==> src/rtl/cbt_pkg.sv <==
package cbt_pkg;
    localparam int unsigned XW = 10;
    localparam int unsigned YW = 9;
    localparam int unsigned CW = 8;

    typedef struct packed {
        logic [CW-1:0] r;
        logic [CW-1:0] g;
        logic [CW-1:0] b;
    } rgb_t;

    typedef struct packed {
        logic [XW-1:0] l;
        logic [XW-1:0] r;
        logic [YW-1:0] t;
        logic [YW-1:0] b;
    } box_t;

    typedef enum logic [1:0] {
        ST_IDLE = 2'd0,
        ST_SEEK = 2'd1,
        ST_ONE  = 2'd2,
        ST_TWO  = 2'd3
    } scan_e;
endpackage

==> src/rtl/cbt_key_match.sv <==
module cbt_key_match
    import cbt_pkg::*;
(
    input  rgb_t pix,
    input  rgb_t lo,
    input  rgb_t hi,
    input  logic en,
    output logic hit
);
    localparam int unsigned NCH = 3;

    logic [NCH-1:0][CW-1:0] pv, lv, hv;
    logic [NCH-1:0]         ok;

    assign pv = {pix.r, pix.g, pix.b};
    assign lv = {lo.r, lo.g, lo.b};
    assign hv = {hi.r, hi.g, hi.b};

    generate
        for (genvar c = 0; c < NCH; c++) begin : g_ch
            assign ok[c] = (pv[c] >= lv[c]) && (pv[c] <= hv[c]);
        end
    endgenerate

    assign hit = en & (&ok);
endmodule

==> src/rtl/cbt_box_tracker.sv <==
module cbt_box_tracker
    import cbt_pkg::*;
#(
    parameter int unsigned GAP_W = 6
) (
    input  logic             clk,
    input  logic             rst_n,
    input  logic             frame_start,
    input  logic             pix_vld,
    input  logic             hit,
    input  logic [XW-1:0]    x,
    input  logic [YW-1:0]    y,
    input  logic [GAP_W-1:0] gap,
    output box_t [1:0]       disp_box,
    output logic [1:0]       disp_vld,
    output box_t             cur_box1,
    output logic             cur_vld1
);
    localparam int unsigned XE = XW + 1;
    localparam int unsigned YE = YW + 1;

    scan_e st, st_nx;
    box_t  box1, box2;
    logic  take, far;

    logic [XE-1:0] xe, gx, l1e, r1e;
    logic [YE-1:0] ye, gy, b1e;

    assign take = pix_vld && hit && !frame_start;

    assign xe  = XE'(x);
    assign gx  = XE'(gap);
    assign l1e = XE'(box1.l);
    assign r1e = XE'(box1.r);
    assign ye  = YE'(y);
    assign gy  = YE'(gap);
    assign b1e = YE'(box1.b);

    // beyond the gap on the left, right or below object one
    assign far = ((xe + gx) < l1e) || (xe > (r1e + gx)) || (ye > (b1e + gy));

    function automatic box_t seed(input logic [XW-1:0] px, input logic [YW-1:0] py);
        box_t s;
        s.l = px;
        s.r = px;
        s.t = py;
        s.b = py;
        return s;
    endfunction

    function automatic box_t grow(input box_t bx, input logic [XW-1:0] px,
                                  input logic [YW-1:0] py);
        box_t g;
        g = bx;
        if (px < bx.l) g.l = px;
        if (px > bx.r) g.r = px;
        if (py > bx.b) g.b = py;
        return g;
    endfunction

    // state register
    always_ff @(posedge clk or negedge rst_n) begin
        if (!rst_n) st <= ST_IDLE;
        else        st <= st_nx;
    end

    // next state
    always_comb begin
        st_nx = st;
        if (frame_start) begin
            st_nx = ST_SEEK;
        end else begin
            unique case (st)
                ST_IDLE: st_nx = ST_IDLE;
                ST_SEEK: if (take) st_nx = ST_ONE;
                ST_ONE:  if (take && far) st_nx = ST_TWO;
                ST_TWO:  st_nx = ST_TWO;
                default: st_nx = ST_IDLE;
            endcase
        end
    end

    // box registers and display capture
    always_ff @(posedge clk or negedge rst_n) begin
        if (!rst_n) begin
            box1     <= '0;
            box2     <= '0;
            disp_box <= '0;
            disp_vld <= '0;
        end else if (frame_start) begin
            disp_box[0] <= box1;
            disp_box[1] <= box2;
            disp_vld[0] <= (st == ST_ONE) || (st == ST_TWO);
            disp_vld[1] <= (st == ST_TWO);
        end else if (take) begin
            unique case (st)
                ST_SEEK: box1 <= seed(x, y);
                ST_ONE: begin
                    if (far) box2 <= seed(x, y);
                    else     box1 <= grow(box1, x, y);
                end
                ST_TWO: begin
                    if (far) box2 <= grow(box2, x, y);
                    else     box1 <= grow(box1, x, y);
                end
                default: ;
            endcase
        end
    end

    assign cur_box1 = box1;
    assign cur_vld1 = (st == ST_ONE) || (st == ST_TWO);

    // the first hit of a frame seeds object one at its own coordinates
    p_first_seed_r4: assert property (@(posedge clk) disable iff (!rst_n)
        (st == ST_SEEK && take) |=> (st == ST_ONE && box1.t == $past(y) &&
                                     box1.l == $past(x) && box1.r == $past(x)));

    // an active box never has inverted bounds
    p_box_order_r4: assert property (@(posedge clk) disable iff (!rst_n)
        (st == ST_ONE || st == ST_TWO) |-> (box1.l <= box1.r && box1.t <= box1.b));

    // object two is drawn only alongside object one
    p_two_needs_one_r6: assert property (@(posedge clk) disable iff (!rst_n)
        disp_vld[1] |-> disp_vld[0]);

    // a frame start always reopens gathering
    p_fs_reseek_r5: assert property (@(posedge clk) disable iff (!rst_n)
        frame_start |=> (st == ST_SEEK));
endmodule

==> src/rtl/cbt_overlay.sv <==
module cbt_overlay
    import cbt_pkg::*;
#(
    parameter int unsigned N_OBJ = 2
) (
    input  rgb_t                  pix,
    input  logic                  hit,
    input  logic [XW-1:0]         x,
    input  logic [YW-1:0]         y,
    input  box_t [N_OBJ-1:0]      box,
    input  logic [N_OBJ-1:0]      vld,
    output rgb_t                  out
);
    logic [N_OBJ-1:0] on_line;

    generate
        for (genvar o = 0; o < N_OBJ; o++) begin : g_obj
            logic in_x, in_y, on_v, on_h;
            assign in_x = (x >= box[o].l) && (x <= box[o].r);
            assign in_y = (y >= box[o].t) && (y <= box[o].b);
            assign on_v = ((x == box[o].l) || (x == box[o].r)) && in_y;
            assign on_h = ((y == box[o].t) || (y == box[o].b)) && in_x;
            assign on_line[o] = vld[o] && (on_v || on_h);
        end
    endgenerate

    always_comb begin
        if (|on_line) begin
            out = '0;
        end else if (hit) begin
            out.r = {CW{1'b1}};
            out.g = '0;
            out.b = '0;
        end else begin
            out = pix;
        end
    end
endmodule

==> src/rtl/cbt_motion.sv <==
module cbt_motion
    import cbt_pkg::*;
#(
    parameter int unsigned DEAD_BAND = 2
) (
    input  logic clk,
    input  logic rst_n,
    input  logic frame_start,
    input  logic motion_en,
    input  box_t new_box,
    input  logic new_vld,
    input  box_t old_box,
    input  logic old_vld,
    output logic dir_left,
    output logic dir_right,
    output logic dir_up,
    output logic dir_down
);
    localparam int unsigned SXW = XW + 1;
    localparam int unsigned SYW = YW + 1;
    localparam int unsigned LIM = 2 * DEAD_BAND;
    localparam logic signed [SXW:0] LIMX = (SXW+1)'(LIM);
    localparam logic signed [SYW:0] LIMY = (SYW+1)'(LIM);

    logic [SXW-1:0]        nsx, osx;
    logic [SYW-1:0]        nsy, osy;
    logic signed [SXW:0]   dx;
    logic signed [SYW:0]   dy;

    assign nsx = SXW'(new_box.l) + SXW'(new_box.r);
    assign osx = SXW'(old_box.l) + SXW'(old_box.r);
    assign nsy = SYW'(new_box.t) + SYW'(new_box.b);
    assign osy = SYW'(old_box.t) + SYW'(old_box.b);
    assign dx  = $signed({1'b0, nsx}) - $signed({1'b0, osx});
    assign dy  = $signed({1'b0, nsy}) - $signed({1'b0, osy});

    always_ff @(posedge clk or negedge rst_n) begin
        if (!rst_n) begin
            dir_left  <= 1'b0;
            dir_right <= 1'b0;
            dir_up    <= 1'b0;
            dir_down  <= 1'b0;
        end else if (frame_start) begin
            if (motion_en && new_vld && old_vld) begin
                dir_right <= dx > LIMX;
                dir_left  <= dx < -LIMX;
                dir_down  <= dy > LIMY;
                dir_up    <= dy < -LIMY;
            end else begin
                dir_left  <= 1'b0;
                dir_right <= 1'b0;
                dir_up    <= 1'b0;
                dir_down  <= 1'b0;
            end
        end
    end

    // opposite directions are never reported together
    p_lr_excl_r8: assert property (@(posedge clk) disable iff (!rst_n)
        $onehot0({dir_left, dir_right}));
    p_ud_excl_r8: assert property (@(posedge clk) disable iff (!rst_n)
        $onehot0({dir_up, dir_down}));

    // flags hold between frame starts
    p_hold_r8: assert property (@(posedge clk) disable iff (!rst_n)
        !frame_start |=> $stable({dir_left, dir_right, dir_up, dir_down}));

    // motion mode off clears every flag
    p_off_zero_r8: assert property (@(posedge clk) disable iff (!rst_n)
        (frame_start && !motion_en) |=> !(dir_left | dir_right | dir_up | dir_down));
endmodule

==> src/rtl/colour_box_tracker.sv <==
module colour_box_tracker
    import cbt_pkg::*;
#(
    parameter int unsigned GAP_W     = 6,
    parameter int unsigned DEAD_BAND = 2
) (
    input  logic              clk,
    input  logic              rst_n,
    input  logic              frame_start,
    input  logic              pix_vld,
    input  logic [XW-1:0]     pix_x,
    input  logic [YW-1:0]     pix_y,
    input  logic [CW-1:0]     pix_r,
    input  logic [CW-1:0]     pix_g,
    input  logic [CW-1:0]     pix_b,
    input  logic              detect_en,
    input  logic              motion_en,
    input  logic [3*CW-1:0]   key_lo,
    input  logic [3*CW-1:0]   key_hi,
    input  logic [GAP_W-1:0]  gap,
    output logic              out_vld,
    output logic [CW-1:0]     out_r,
    output logic [CW-1:0]     out_g,
    output logic [CW-1:0]     out_b,
    output logic              dir_left,
    output logic              dir_right,
    output logic              dir_up,
    output logic              dir_down
);
    localparam int unsigned N_OBJ = 2;

    rgb_t             pix_c, lo_c, hi_c, ov_pix, out_q;
    logic             hit;
    box_t [N_OBJ-1:0] disp_box;
    logic [N_OBJ-1:0] disp_vld;
    box_t             cur_box1;
    logic             cur_vld1;

    assign pix_c = {pix_r, pix_g, pix_b};
    assign lo_c  = key_lo;
    assign hi_c  = key_hi;

    cbt_key_match u_match (
        .pix (pix_c),
        .lo  (lo_c),
        .hi  (hi_c),
        .en  (detect_en),
        .hit (hit)
    );

    cbt_box_tracker #(.GAP_W(GAP_W)) u_track (
        .clk         (clk),
        .rst_n       (rst_n),
        .frame_start (frame_start),
        .pix_vld     (pix_vld),
        .hit         (hit),
        .x           (pix_x),
        .y           (pix_y),
        .gap         (gap),
        .disp_box    (disp_box),
        .disp_vld    (disp_vld),
        .cur_box1    (cur_box1),
        .cur_vld1    (cur_vld1)
    );

    cbt_overlay #(.N_OBJ(N_OBJ)) u_ovl (
        .pix (pix_c),
        .hit (hit),
        .x   (pix_x),
        .y   (pix_y),
        .box (disp_box),
        .vld (disp_vld),
        .out (ov_pix)
    );

    cbt_motion #(.DEAD_BAND(DEAD_BAND)) u_motion (
        .clk         (clk),
        .rst_n       (rst_n),
        .frame_start (frame_start),
        .motion_en   (motion_en),
        .new_box     (cur_box1),
        .new_vld     (cur_vld1),
        .old_box     (disp_box[0]),
        .old_vld     (disp_vld[0]),
        .dir_left    (dir_left),
        .dir_right   (dir_right),
        .dir_up      (dir_up),
        .dir_down    (dir_down)
    );

    always_ff @(posedge clk or negedge rst_n) begin
        if (!rst_n) begin
            out_vld <= 1'b0;
            out_q   <= '0;
        end else begin
            out_vld <= pix_vld;
            out_q   <= ov_pix;
        end
    end

    assign out_r = out_q.r;
    assign out_g = out_q.g;
    assign out_b = out_q.b;

    // one output pixel per input pixel, one cycle later
    p_lat_r3: assert property (@(posedge clk) disable iff (!rst_n)
        pix_vld |=> out_vld);
    p_no_extra_r3: assert property (@(posedge clk) disable iff (!rst_n)
        !pix_vld |=> !out_vld);
endmodule

==> config.mk <==
export PLATFORM = sky130hd
export DESIGN_NAME = colour_box_tracker
export DESIGN_NICKNAME = d
export VERILOG_FILES = /design/src/rtl/cbt_pkg.sv /design/src/rtl/cbt_key_match.sv /design/src/rtl/cbt_box_tracker.sv /design/src/rtl/cbt_overlay.sv /design/src/rtl/cbt_motion.sv /design/src/rtl/colour_box_tracker.sv
export SDC_FILE = /design/constraint.sdc
export NUM_CORES = 1
export LEC_CHECK = 0
export BUFFER_PORTS_ARGS = -buffer_cell sky130_fd_sc_hd__buf_2
export CORE_ASPECT_RATIO = 0.7
export CORE_MARGIN = 2
export CORE_UTILIZATION = 61
export DETAILED_ROUTE_END_ITERATION = 10
export PLACE_DENSITY_LB_ADDON = 0.05
export SKIP_LAST_GASP = 1
export SYNTH_ARGS = -nofsm -noshare
export SYNTH_HDL_FRONTEND = slang
export SYNTH_SLANG_ARGS = --single-unit
==> constraint.sdc <==
create_clock -name clk -period 6.32 [get_ports clk]
set_input_delay 1.264 -clock clk [delete_from_list [all_inputs] [get_ports clk]]
set_output_delay 1.264 -clock clk [all_outputs]
set_load 0.02 [all_outputs]
==> impl_metrics.csv, run 1 <==
group,metric,value,unit
run_status,status,"completed",
clock_network,postCtsResizedCells,0,
clock_network,htreeDepth,4,
timing,final-setup-viol-count,0,
timing,drv_slew,0,
power,combPwrFrac,37.2,%
floorplan,die_h,133,um
worst_setup_path,arrival,5.95,ns
clock_network,cts_tree,"done",
synthesis,synth_seq_cells,185,
clock_network,postCtsHoldBufs,0,
power,pwr-share-clk,29.9,%
floorplan,die-area,25100,um^2
timing,period_share,88.8,%
worst_setup_path,critPathMaxFanout,9,
timing,max_clock_freq,178,MHz
worst_setup_path,cp-startpoint,"pix_x[0]",
floorplan,core_area,23500,um^2
power,total_leakage_power,7.98,nW
worst_setup_path,crit_path_end_kind,"register",
power,peakVddDrop,0.200,mV
detailed_routing,routedWlPerCell,17.9,um
power,seq_power_share,32.9,%
clock_network,clockBufferDepth,2,
clock_network,root_buffer,"clkbuf_16",
detailed_routing,drt_iter0_drc,798,
synthesis,synth_ff_type,"dfrtp_1",
synthesis,netlist_area,14500,um^2
synthesis,ys_async_sr_fraction,100,%
placed_design,gp_congestion,0.903,
synthesis,synthTopCellsByArea,"dfrtp_1 (32%), ha_1 (21%), inv_1 (6.4%), fa_1 (5.7%), mux2_2 (5.1%)",
power,p_sw_share,35.9,%
synthesis,synth_seq_area_share,31.9,%
clock_network,numCtsBuffers,17,
global_route,grt_pass1_vias,11500,
cells_and_area,final_cells,2002,
synthesis,netlist_instances,1534,
cells_and_area,stdcell_area,16200,um^2
clock_network,clock-sinks,185,
placed_design,dp_slack,0.300,ns
floorplan,rows,47,
worst_setup_path,r2r-start,"u_track.cur_box1[19]",
detailed_routing,via_count,11500,
detailed_routing,drt_wl_total,35900,um
global_route,grt_pass1_wl,59100,um
power,powerDensity,239,nW/um^2
cells_and_area,num_antenna_cells,0,
worst_setup_path,critPathSlowestCell,"a2111oi_4",
synthesis,synth_warnings,0,
timing,grt_setup_unrepaired,"no",
power,switching_power,1.39,mW
timing,clock_skew,0.0156,ns
global_route,grt_max_degree,86,
synthesis,synth.most_common_cell,"ha_1",
timing,final.setup.worst_slack,0.709,ns
detailed_routing,antenna_left,0,
detailed_routing,viasPerCell,5.73,
synthesis,avgSynthCellArea,9.46,um^2
power,power,3.87,mW
worst_setup_path,reg2reg_depth,18,
placed_design,place_inst,1970,
detailed_routing,dr.pass1.iters,5,
detailed_routing,drc_errors,0,
worst_setup_path,r2r_end,"u_track.cur_box1[1]",
placed_design,place_area,15600,um^2
worst_setup_path,crit_end,"u_track.cur_box1[1]",
floorplan,io-pin-count,132,
timing,fin_crit,5.61,ns
synthesis,synth_area_leader_cell,"dfrtp_1",
worst_setup_path,crit_chain,"buf_2, ha_1, fa_1, a211oi_1, o21bai_1, a21oi_1, nor2_1, xor2_1, ha_1, a2111o_1, a211o_1, a41oi_1, o32ai_1, nand3_2, or4b_4, a2111oi_4, mux2_2",
min_path,hold_path_class,"reg -> reg",
cells_and_area,fillers,1932,
global_route,antenna_found_initial,0,
power,internal_power,2.48,mW
worst_setup_path,cp_common_cell,"ha_1",
timing,worstMarginPinSlew,1.13,ns
cells_and_area,finalNetCount,2064,
timing,whs,0.479,ns
placed_design,numPortBuffers,131,
clock_network,post-cts-setup-buffers,0,
flow_run,max_cap_viol_count,0,
cells_and_area,final_layout_size_suffix_gt1_share,14.7,%
synthesis,synth.net_count,1927,
worst_setup_path,required,6.66,ns
cells_and_area,finish.utilization,68.8,%
synthesis,netlist.area_leader.share,31.9,%
worst_setup_path,critical_path.max_stage_delay,0.65,ns
placed_design,dp_hpwl,28000,um
cells_and_area,ff_latch_area,4630,um^2
worst_setup_path,start_kind,"input port",
cells_and_area,multi_input_area,8870,um^2
timing,tns,0,ns
worst_setup_path,worstSetupPathType,"in -> reg",
global_route,gr-total-overflow,0,
worst_setup_path,reg2reg_slack,1.15,ns
timing,hold_viol_final,0,
cells_and_area,area_growth,11.5,%
clock_network,clk_latency,0.45,ns
global_route,track_usage,30.1,%
timing,max_slew_margin,24.2,%
floorplan,start_util,61.7,%
clock_network,path_clk_slew,0.08,ns
floorplan,die_w,188,um
synthesis,synth-edff-count,0,
synthesis,synth.distinct_cells,64,
synthesis,ys_top_cells_by_count,"ha_1 (249), inv_1 (248), dfrtp_1 (185)",
==> cells by family (layout without fill, tap and decap cells) <==
family,Yosys count,in the layout,synth area share (%)
adder cells (fa/ha/maj),290,290,27.1
XOR/XNOR,37,37,2.23
multiplexers,73,73,5.60
AND/OR/NAND/NOR,335,335,11.3
AO/OA/AOI/OAI,344,344,14.8
buffers and inverters,270,420,6.98
flip-flops,185,185,31.9
==> state kept, by name, summed over array words and instances (netlist names) <==
name / cells
u_track.disp_box: 76
u_track.box2: 38
u_track.cur_box1: 38
out_b: 8
out_g: 8
out_r: 8
u_track.disp_vld: 2
u_track.st: 2
out_vld: 1
u_motion.dir_down: 1
u_motion.dir_left: 1
u_motion.dir_right: 1
u_motion.dir_up: 1
==> power groups by stage <==
stage	Sequential, mW	Combinational (mW)	Clock (mW)
after floorplan	1.30	1.05	0
after global placement	1.29	1.38	0
after detailed placement	1.30	1.42	0
after CTS	1.27	1.44	1.17
after global routing	1.28	1.64	1.22
final	1.27	1.44	1.16
==> area by class of cell <==
cell class,instances,area share (%)
clock inverters,14,1.14
clock buffers,18,2.65
inverters,248,5.75
repair buffers,140,4.54
well taps,318,2.46
multi-input cells,1079,54.8
flip-flops and latches,185,28.6
==> placed cells by master, fill, tap and decap left out, types with 17 or more instances in the layout <==
cell / n
nand3_1: 34
xnor2_1: 25
ha_1: 249
clkbuf_16: 17
nand2_1: 121
nand4_1: 26
a21oi_1: 76
o21a_1: 21
and2_1: 17
o21ai_0: 133
nor2b_1: 23
nor2_1: 46
nor3_1: 25
mux2_2: 66
a21o_1: 30
inv_1: 248
dfrtp_1: 185
buf_2: 129
fa_1: 41
==> worst min-delay path by stage <==
| stage | slack [ns] | start | end | depth (start not counted) |
|---|---|---|---|---|
| after floorplan | 0.45 | u_track.box2[10] | u_track.disp_box[48] | 2 |
| after global placement | 0.45 | u_track.box2[10] | u_track.disp_box[48] | 2 |
| after detailed placement | 0.46 | u_track.cur_box1[37] | u_track.disp_box[37] | 2 |
| after CTS | 0.48 | u_track.cur_box1[37] | u_track.disp_box[37] | 2 |
| after global routing | 0.49 | u_track.cur_box1[11] | u_track.disp_box[11] | 2 |
| final | 0.48 | u_track.cur_box1[37] | u_track.disp_box[37] | 2 |
==> metal layers <==
layer / track usage, % / vias to the layer above / wire [um]
li1: - / 5591 / -
met1: 43.9 / 5536 / 17500
met4: 8.98 / 0 / 763
met3: 6.31 / 45 / 2110
met2: 45.4 / 290 / 15500
met5: 0 / - / 0
==> worst max-delay path, delay by kind of cell <==
| kind | cells | cell delay, ns |
|---|---|---|
| buffers and inverters | 1 | 0.14 |
| adders and majority gates | 3 | 0.99 |
| xor gates and xnor gates | 1 | 0.16 |
| muxes | 1 | 0.41 |
| AOI/OAI and AO/OA | 8 | 1.94 |
| and+or+nand+nor | 3 | 1.03 |
No activity file was read; power rests on OpenSTA's default activity.
==> inputs of run 2 (changes only) <==
--- a/config.mk
+++ b/config.mk
@@ -8,7 +8,7 @@
 export BUFFER_PORTS_ARGS = -buffer_cell sky130_fd_sc_hd__buf_2
 export CORE_ASPECT_RATIO = 0.7
 export CORE_MARGIN = 2
-export CORE_UTILIZATION = 61
+export CORE_UTILIZATION = 65
 export DETAILED_ROUTE_END_ITERATION = 10
 export PLACE_DENSITY_LB_ADDON = 0.05
 export SKIP_LAST_GASP = 1
==> constraint.sdc (replaced) <==
create_clock -name clk -period 7.13 [get_ports clk]
set_input_delay 1.426 -clock clk [delete_from_list [all_inputs] [get_ports clk]]
set_output_delay 1.426 -clock clk [all_outputs]
set_load 0.02 [all_outputs]
==> run 2 against run 1 <==
  * Register-to-register slack better by 0.79 ns
  * Setup slack better by 0.65 ns
  * Critical path depth is 2 higher
  * Count of clock-buffer cells in the layout is 2 higher
  * Cell area is 0.23% lower
  * Total power is 10% lower
  * Hold slack better by 0.0043 ns
  * Clock power is 9% lower
  * Clock skew is 0.0017 ns lower
  * Non-clock buffer count is 4 lower
  * Core utilization is 5.3 points higher
==> impl_metrics.csv, run 2 (synthesis gave the netlist of run 1 again) <==
group,metric,value,unit
run_status,status,"completed",
global_route,grt_pass1_wl,58600,um
cells_and_area,final_cells,1962,
min_path,hold_path_class,"reg -> reg",
floorplan,rows,45,
power,total_leakage_power,7.99,nW
power,pwr-share-clk,30.4,%
placed_design,place_inst,1930,
global_route,grt_max_degree,106,
global_route,grtUsageMet3,6.21,%
timing,period_share,81.0,%
clock_network,postCtsResizedCells,0,
detailed_routing,viasPerCell,5.88,
floorplan,io-pin-count,132,
power,seq_power_share,32.6,%
cells_and_area,final_layout_size_suffix_gt1_share,14.6,%
timing,final-setup-viol-count,0,
power,peakVddDrop,0.172,mV
floorplan,die-area,23600,um^2
timing,tns,0,ns
worst_setup_path,critical_path.max_stage_delay,0.67,ns
worst_setup_path,critPathMaxFanout,9,
cells_and_area,multi_input_area,8870,um^2
clock_network,clockBufferDepth,2,
detailed_routing,drt_iter0_drc,878,
global_route,grtUsageMet1,45.7,%
cells_and_area,largest_reg_flops,76,
worst_setup_path,required,7.46,ns
timing,max_slew_margin,23.5,%
clock_network,postCtsHoldBufs,0,
detailed_routing,via_count,11500,
clock_network,numCtsBuffers,17,
detailed_routing,drt_wl_total,35500,um
timing,clock_skew,0.0139,ns
worst_setup_path,start_kind,"input port",
floorplan,die_h,129,um
detailed_routing,routedWlPerCell,18.1,um
timing,fin_crit,5.77,ns
worst_setup_path,crit_chain,"buf_2, ha_1, a21o_1, a21oi_1, o21bai_1, a21oi_1, nor2b_1, nor2_1, nor2_1, xnor2_1, ha_1, a211oi_1, nand2_1, or3_1, o311ai_1, nand3_2, or4b_4, a2111oi_4, mux2_2",
global_route,grt.busiest_layer,"met2",
global_route,gr-total-overflow,0,
cells_and_area,layout_commonest_cell,"ha_1",
global_route,grt_pass1_vias,11500,
power,p_sw_share,34.9,%
clock_network,clock-sinks,185,
cells_and_area,finish.utilization,74.1,%
cells_and_area,regMostFlops,"u_track.disp_box",
clock_network,htreeDepth,4,
timing,grt_setup_unrepaired,"no",
placed_design,gp_congestion,0.927,
power,switching_power,1.21,mW
cells_and_area,mostFrequentLayoutCells,"ha_1 (249), inv_1 (248), dfrtp_1 (185), o21ai_0 (133), buf_2 (129)",
cells_and_area,ff_latch_area,4630,um^2
worst_setup_path,cp_top_family,"compound AO/OA/AOI/OAI gates",
floorplan,start_util,66.6,%
worst_setup_path,worstSetupPathType,"in -> reg",
flow_run,max_cap_viol_count,0,
power,internal_power,2.26,mW
power,powerDensity,215,nW/um^2
detailed_routing,dr.pass1.iters,5,
cells_and_area,num_antenna_cells,0,
cells_and_area,area_growth,11.2,%
detailed_routing,drc_errors,0,
timing,drv_slew,0,
timing,final.setup.worst_slack,1.36,ns
placed_design,numPortBuffers,131,
timing,hold_viol_final,0,
worst_setup_path,critPathSlowestCell,"a2111oi_4",
worst_setup_path,path_buf_inv,1,
clock_network,root_buffer,"clkbuf_16",
worst_setup_path,crit_path_end_kind,"register",
clock_network,cts_tree,"done",
timing,max_clock_freq,173,MHz
timing,worstMarginPinSlew,1.14,ns
floorplan,die_w,183,um
cells_and_area,fillers,1655,
global_route,met2_usage,49.4,%
global_route,track_usage,31.9,%
placed_design,place_area,15500,um^2
cells_and_area,stdcell_area,16100,um^2
cells_and_area,finalNetCount,2060,
clock_network,clk_latency,0.45,ns
placed_design,dp_hpwl,27400,um
global_route,antenna_found_initial,0,
worst_setup_path,arrival,6.10,ns
clock_network,post-cts-setup-buffers,0,
floorplan,core_area,21800,um^2
detailed_routing,antenna_left,0,
power,combPwrFrac,37.0,%
clock_network,path_clk_slew,0.07,ns
placed_design,dp_slack,0.942,ns
[run 2: worst reg2reg max path: stages (launching register included)]
cell       delay (ns)
dfrtp_1          0.48
ha_1             0.26
fa_1             0.42
a211oi_1         0.30
o21bai_1         0.12
a21oi_1          0.29
nor3_1           0.10
xnor2_1          0.15
ha_1             0.22
a211oi_1         0.23
nand2_1          0.07
or3_1            0.36
o311ai_1         0.14
nand3_2          0.25
or4b_4           0.60
a2111oi_4        0.67
mux2_2           0.41
[run 2: routing by layer]
layer / vias up / wire (um)
li1: 5617 / -
met1: 5543 / 16900
met2: 328 / 15500
met3: 50 / 2320
met4: 0 / 812
met5: - / 0
[run 2: area by class of cell]
type | count | area share [%]
clock buffers | 20 | 2.89
clock inverters | 12 | 1.14
inverters | 248 | 5.77
multi-input cells | 1079 | 55.0
flip-flops and latches | 185 | 28.7
well taps | 282 | 2.19
repair buffers | 136 | 4.36
[run 2: power groups by stage]
stage               combinational [mW]  sequential (mW)  clock, mW
floorplan                        0.934             1.15          0
global placement                  1.22             1.15          0
detailed placement                1.26             1.15          0
CTS                               1.27             1.13       1.07
global route                      1.45             1.14       1.11
finish                            1.28             1.13       1.06
[run 2: final timing paths]
check | startpoint | end | slack (ns) | depth (start not counted)
setup / recovery | gap[1] | u_track.cur_box1[1] | 1.36 | 19
hold / removal | u_track.cur_box1[17] | u_track.disp_box[17] | 0.48 | 2
setup reg to reg | u_track.cur_box1[18] | u_track.cur_box1[1] | 1.94 | 16
hold reg to reg | u_track.cur_box1[17] | u_track.disp_box[17] | 0.48 | 2
max in group asynchronous | rst_n | u_track.cur_box1[3] | 4.49 | 2
min in group asynchronous | rst_n | out_r[3] | 1.05 | 1
[run 2: per-stage QoR]
step / hold WS (ns) / total power, mW
finish: 0.483 / 3.47
global route: 0.508 / 3.70
CTS: 0.483 / 3.47
detailed placement: 0.467 / 2.41
global placement: 0.455 / 2.37
floorplan: 0.448 / 2.08
==> inputs of run 3 (changes only) <==
--- a/config.mk
+++ b/config.mk
@@ -5,10 +5,11 @@
 export SDC_FILE = /design/constraint.sdc
 export NUM_CORES = 1
 export LEC_CHECK = 0
+export ABC_AREA = 1
 export BUFFER_PORTS_ARGS = -buffer_cell sky130_fd_sc_hd__buf_2
 export CORE_ASPECT_RATIO = 0.7
 export CORE_MARGIN = 2
-export CORE_UTILIZATION = 65
+export CORE_UTILIZATION = 62
 export DETAILED_ROUTE_END_ITERATION = 10
 export PLACE_DENSITY_LB_ADDON = 0.05
 export SKIP_LAST_GASP = 1
==> constraint.sdc (replaced) <==
create_clock -name clk -period 5.7 [get_ports clk]
set_input_delay 1.14 -clock clk [delete_from_list [all_inputs] [get_ports clk]]
set_output_delay 1.14 -clock clk [all_outputs]
set_load 0.02 [all_outputs]
==> run 3 against run 2 <==
  * Register-to-register slack worse by 0.36 ns
  * First-iteration DRC count up 20%
  * Setup slack worse by 0.066 ns
  * Synthesized cell count up 27%
  * Hold slack worse by 0.0034 ns
  * Total power up 14%
==> impl_metrics.csv, run 3 <==
group,metric,value,unit
floorplan,die_h,135,um
placed_design,place_area,16100,um^2
floorplan,rows,47,
synthesis,synth_seq_cells,185,
timing,grt_setup_unrepaired,"no",
global_route,grtUsageMet1,46.7,%
detailed_routing,drc_errors,0,
worst_setup_path,critPathSlowestCell,"nand3_1",
synthesis,synth_seq_area_share,30.4,%
cells_and_area,multi_input_area,9020,um^2
timing,whs,0.480,ns
cells_and_area,regMostFlops,"u_track.disp_box",
timing,clock_skew,0.0120,ns
worst_setup_path,critPathMaxFanout,20,
global_route,grtUsageMet3,5.48,%
cells_and_area,num_antenna_cells,0,
power,pwr-share-clk,30.7,%
cells_and_area,largest_reg_flops,76,
timing,hold_viol_final,0,
power,total_leakage_power,9.05,nW
global_route,grt_pass1_vias,12800,
detailed_routing,viasPerCell,5.53,
detailed_routing,drt_iter0_drc,1051,
global_route,gr-total-overflow,0,
clock_network,postCtsResizedCells,0,
cells_and_area,fillers,1978,
synthesis,synthTopCellsByArea,"dfrtp_1 (30%), ha_1 (20%), nand2_1 (11%), inv_1 (9.0%), fa_1 (5.4%)",
synthesis,synth-edff-count,0,
cells_and_area,stdcell_area,16700,um^2
min_path,hold_path_class,"reg -> reg",
synthesis,synth.most_common_cell,"nand2_1",
floorplan,core_area,23900,um^2
global_route,track_usage,31.6,%
placed_design,dp_slack,1.03,ns
detailed_routing,via_count,13200,
synthesis,synth_area_leader_cell,"dfrtp_1",
synthesis,netlist.area_leader.share,30.4,%
clock_network,clock-sinks,185,
synthesis,synth.distinct_cells,42,
global_route,grt_pass1_wl,63800,um
power,p_sw_share,36.2,%
cells_and_area,layout_commonest_cell,"nand2_1",
cells_and_area,final_cells,2390,
detailed_routing,dr.pass1.iters,5,
clock_network,cts_tree,"done",
clock_network,path_clk_slew,0.07,ns
global_route,grt_max_degree,112,
clock_network,clockBufferDepth,2,
detailed_routing,antenna_left,0,
detailed_routing,drt_wl_total,39100,um
synthesis,synth_ff_type,"dfrtp_1",
floorplan,die_w,191,um
worst_setup_path,start_kind,"input port",
floorplan,die-area,25800,um^2
clock_network,numCtsBuffers,17,
flow_run,max_cap_viol_count,0,
synthesis,synth.net_count,2335,
placed_design,place_inst,2358,
clock_network,clk_latency,0.45,ns
run_status,status,"completed",
power,powerDensity,237,nW/um^2
power,combPwrFrac,33.5,%
power,internal_power,2.53,mW
timing,max_slew_margin,5.85,%
worst_setup_path,reg2reg_depth,18,
timing,max_clock_freq,227,MHz
global_route,met2_usage,49.0,%
placed_design,dp_hpwl,30100,um
clock_network,htreeDepth,4,
cells_and_area,mostFrequentLayoutCells,"nand2_1 (457), inv_1 (365), ha_1 (249), dfrtp_1 (185), buf_2 (129)",
synthesis,netlist_instances,1942,
synthesis,netlist_area,15200,um^2
placed_design,numPortBuffers,131,
timing,fin_crit,4.41,ns
power,peakVddDrop,0.238,mV
timing,tns,0,ns
synthesis,avgSynthCellArea,7.83,um^2
cells_and_area,area_growth,9.83,%
clock_network,postCtsHoldBufs,0,
floorplan,start_util,63.7,%
cells_and_area,final_layout_size_suffix_gt1_share,8.59,%
worst_setup_path,required,6.01,ns
worst_setup_path,crit_chain,"buf_2, ha_1, inv_1, fa_1, o21ai_0, a21oi_1, o21bai_1, nand3_1, xor2_1, ha_1, nand4_1, nor2_1, nor2_1, nand2_1, nand3_2, nand2_2, nand3_1, nand2_1, o21ai_1",
cells_and_area,finalNetCount,2452,
power,switching_power,1.43,mW
global_route,grt.busiest_layer,"met2",
clock_network,root_buffer,"clkbuf_16",
min_path,hold-path-cell-count,2,
timing,worstMarginPinSlew,1.40,ns
worst_setup_path,crit_path_end_kind,"register",
timing,final-setup-viol-count,0,
clock_network,post-cts-setup-buffers,0,
synthesis,synth_warnings,0,
synthesis,ys_async_sr_fraction,100,%
synthesis,ys_top_cells_by_count,"nand2_1 (457), inv_1 (365), ha_1 (249)",
detailed_routing,routedWlPerCell,16.4,um
worst_setup_path,worstSetupPathType,"in -> reg",
worst_setup_path,critical_path.max_stage_delay,0.50,ns
global_route,antenna_found_initial,0,
power,seq_power_share,35.8,%
timing,period_share,77.4,%
cells_and_area,ff_latch_area,4630,um^2
placed_design,gp_congestion,0.923,
timing,final.setup.worst_slack,1.29,ns
timing,drv_slew,0,
floorplan,io-pin-count,132,
worst_setup_path,arrival,4.72,ns
run 3: through the flow:
stage          util, %  power, mW
6_report          70.0       3.96
5_1_grt           70.0       4.23
4_1_cts           70.0       3.97
3_5_place_dp      67.5       2.74
3_3_place_gp      67.5       2.70
2_1_floorplan        -       2.38
run 3: layout make-up:
type                    instances  area share, %
repair buffers                137           4.26
well taps                     318           2.38
clock buffers                  20           2.61
flip-flops and latches        185           27.7
multi-input cells            1353           54.0
clock inverters                12          0.839
inverters                     365           8.20
run 3: critical path, delay by kind of cell:
family | cells | cell delay [ns]
adder cells (fa/ha/maj) | 3 | 0.89
XOR/XNOR | 1 | 0.16
AND/OR/NAND/NOR | 9 | 1.47
AO/OA/AOI/OAI | 4 | 0.85
buffers and inverters | 2 | 0.21
run 3: power groups by stage:
stage / sequential (mW) / combinational [mW] / clock (mW)
after global placement: 1.44 / 1.26 / 0
after CTS: 1.41 / 1.32 / 1.23
after floorplan: 1.44 / 0.946 / 0
final: 1.42 / 1.33 / 1.22
after global routing: 1.42 / 1.52 / 1.29
after detailed placement: 1.44 / 1.30 / 0
run 3: worst paths after layout:
kind	start	endpoint	slack [ns]
max reg2reg	u_track.cur_box1[0]	u_track.cur_box1[23]	1.58
min in group asynchronous	rst_n	u_track.disp_box[32]	0.82
max	gap[0]	u_track.cur_box1[23]	1.29
max in group asynchronous	rst_n	u_track.box2[7]	3.66
min reg2reg	u_motion.dir_down	u_motion.dir_down	0.48
min	u_motion.dir_down	u_motion.dir_down	0.48
run 3: logic make-up (layout without fill, tap and decap cells):
kind of cell	after synthesis	after routing	synth area share, %
AOI/OAI and AO/OA	299	299	10.7
xor gates and xnor gates	42	42	2.42
adders and majority gates	290	290	25.9
buffers and inverters	404	534	10.3
DFF	185	185	30.4
and+or+nand+nor	722	722	20.3
run 3: per-layer routing:
layer | vias up | wire (um)
met2 | 417 | 17000
met4 | 0 | 444
met3 | 37 | 2820
met1 | 6246 | 18800
met5 | - | 0
li1 | 6508 | -
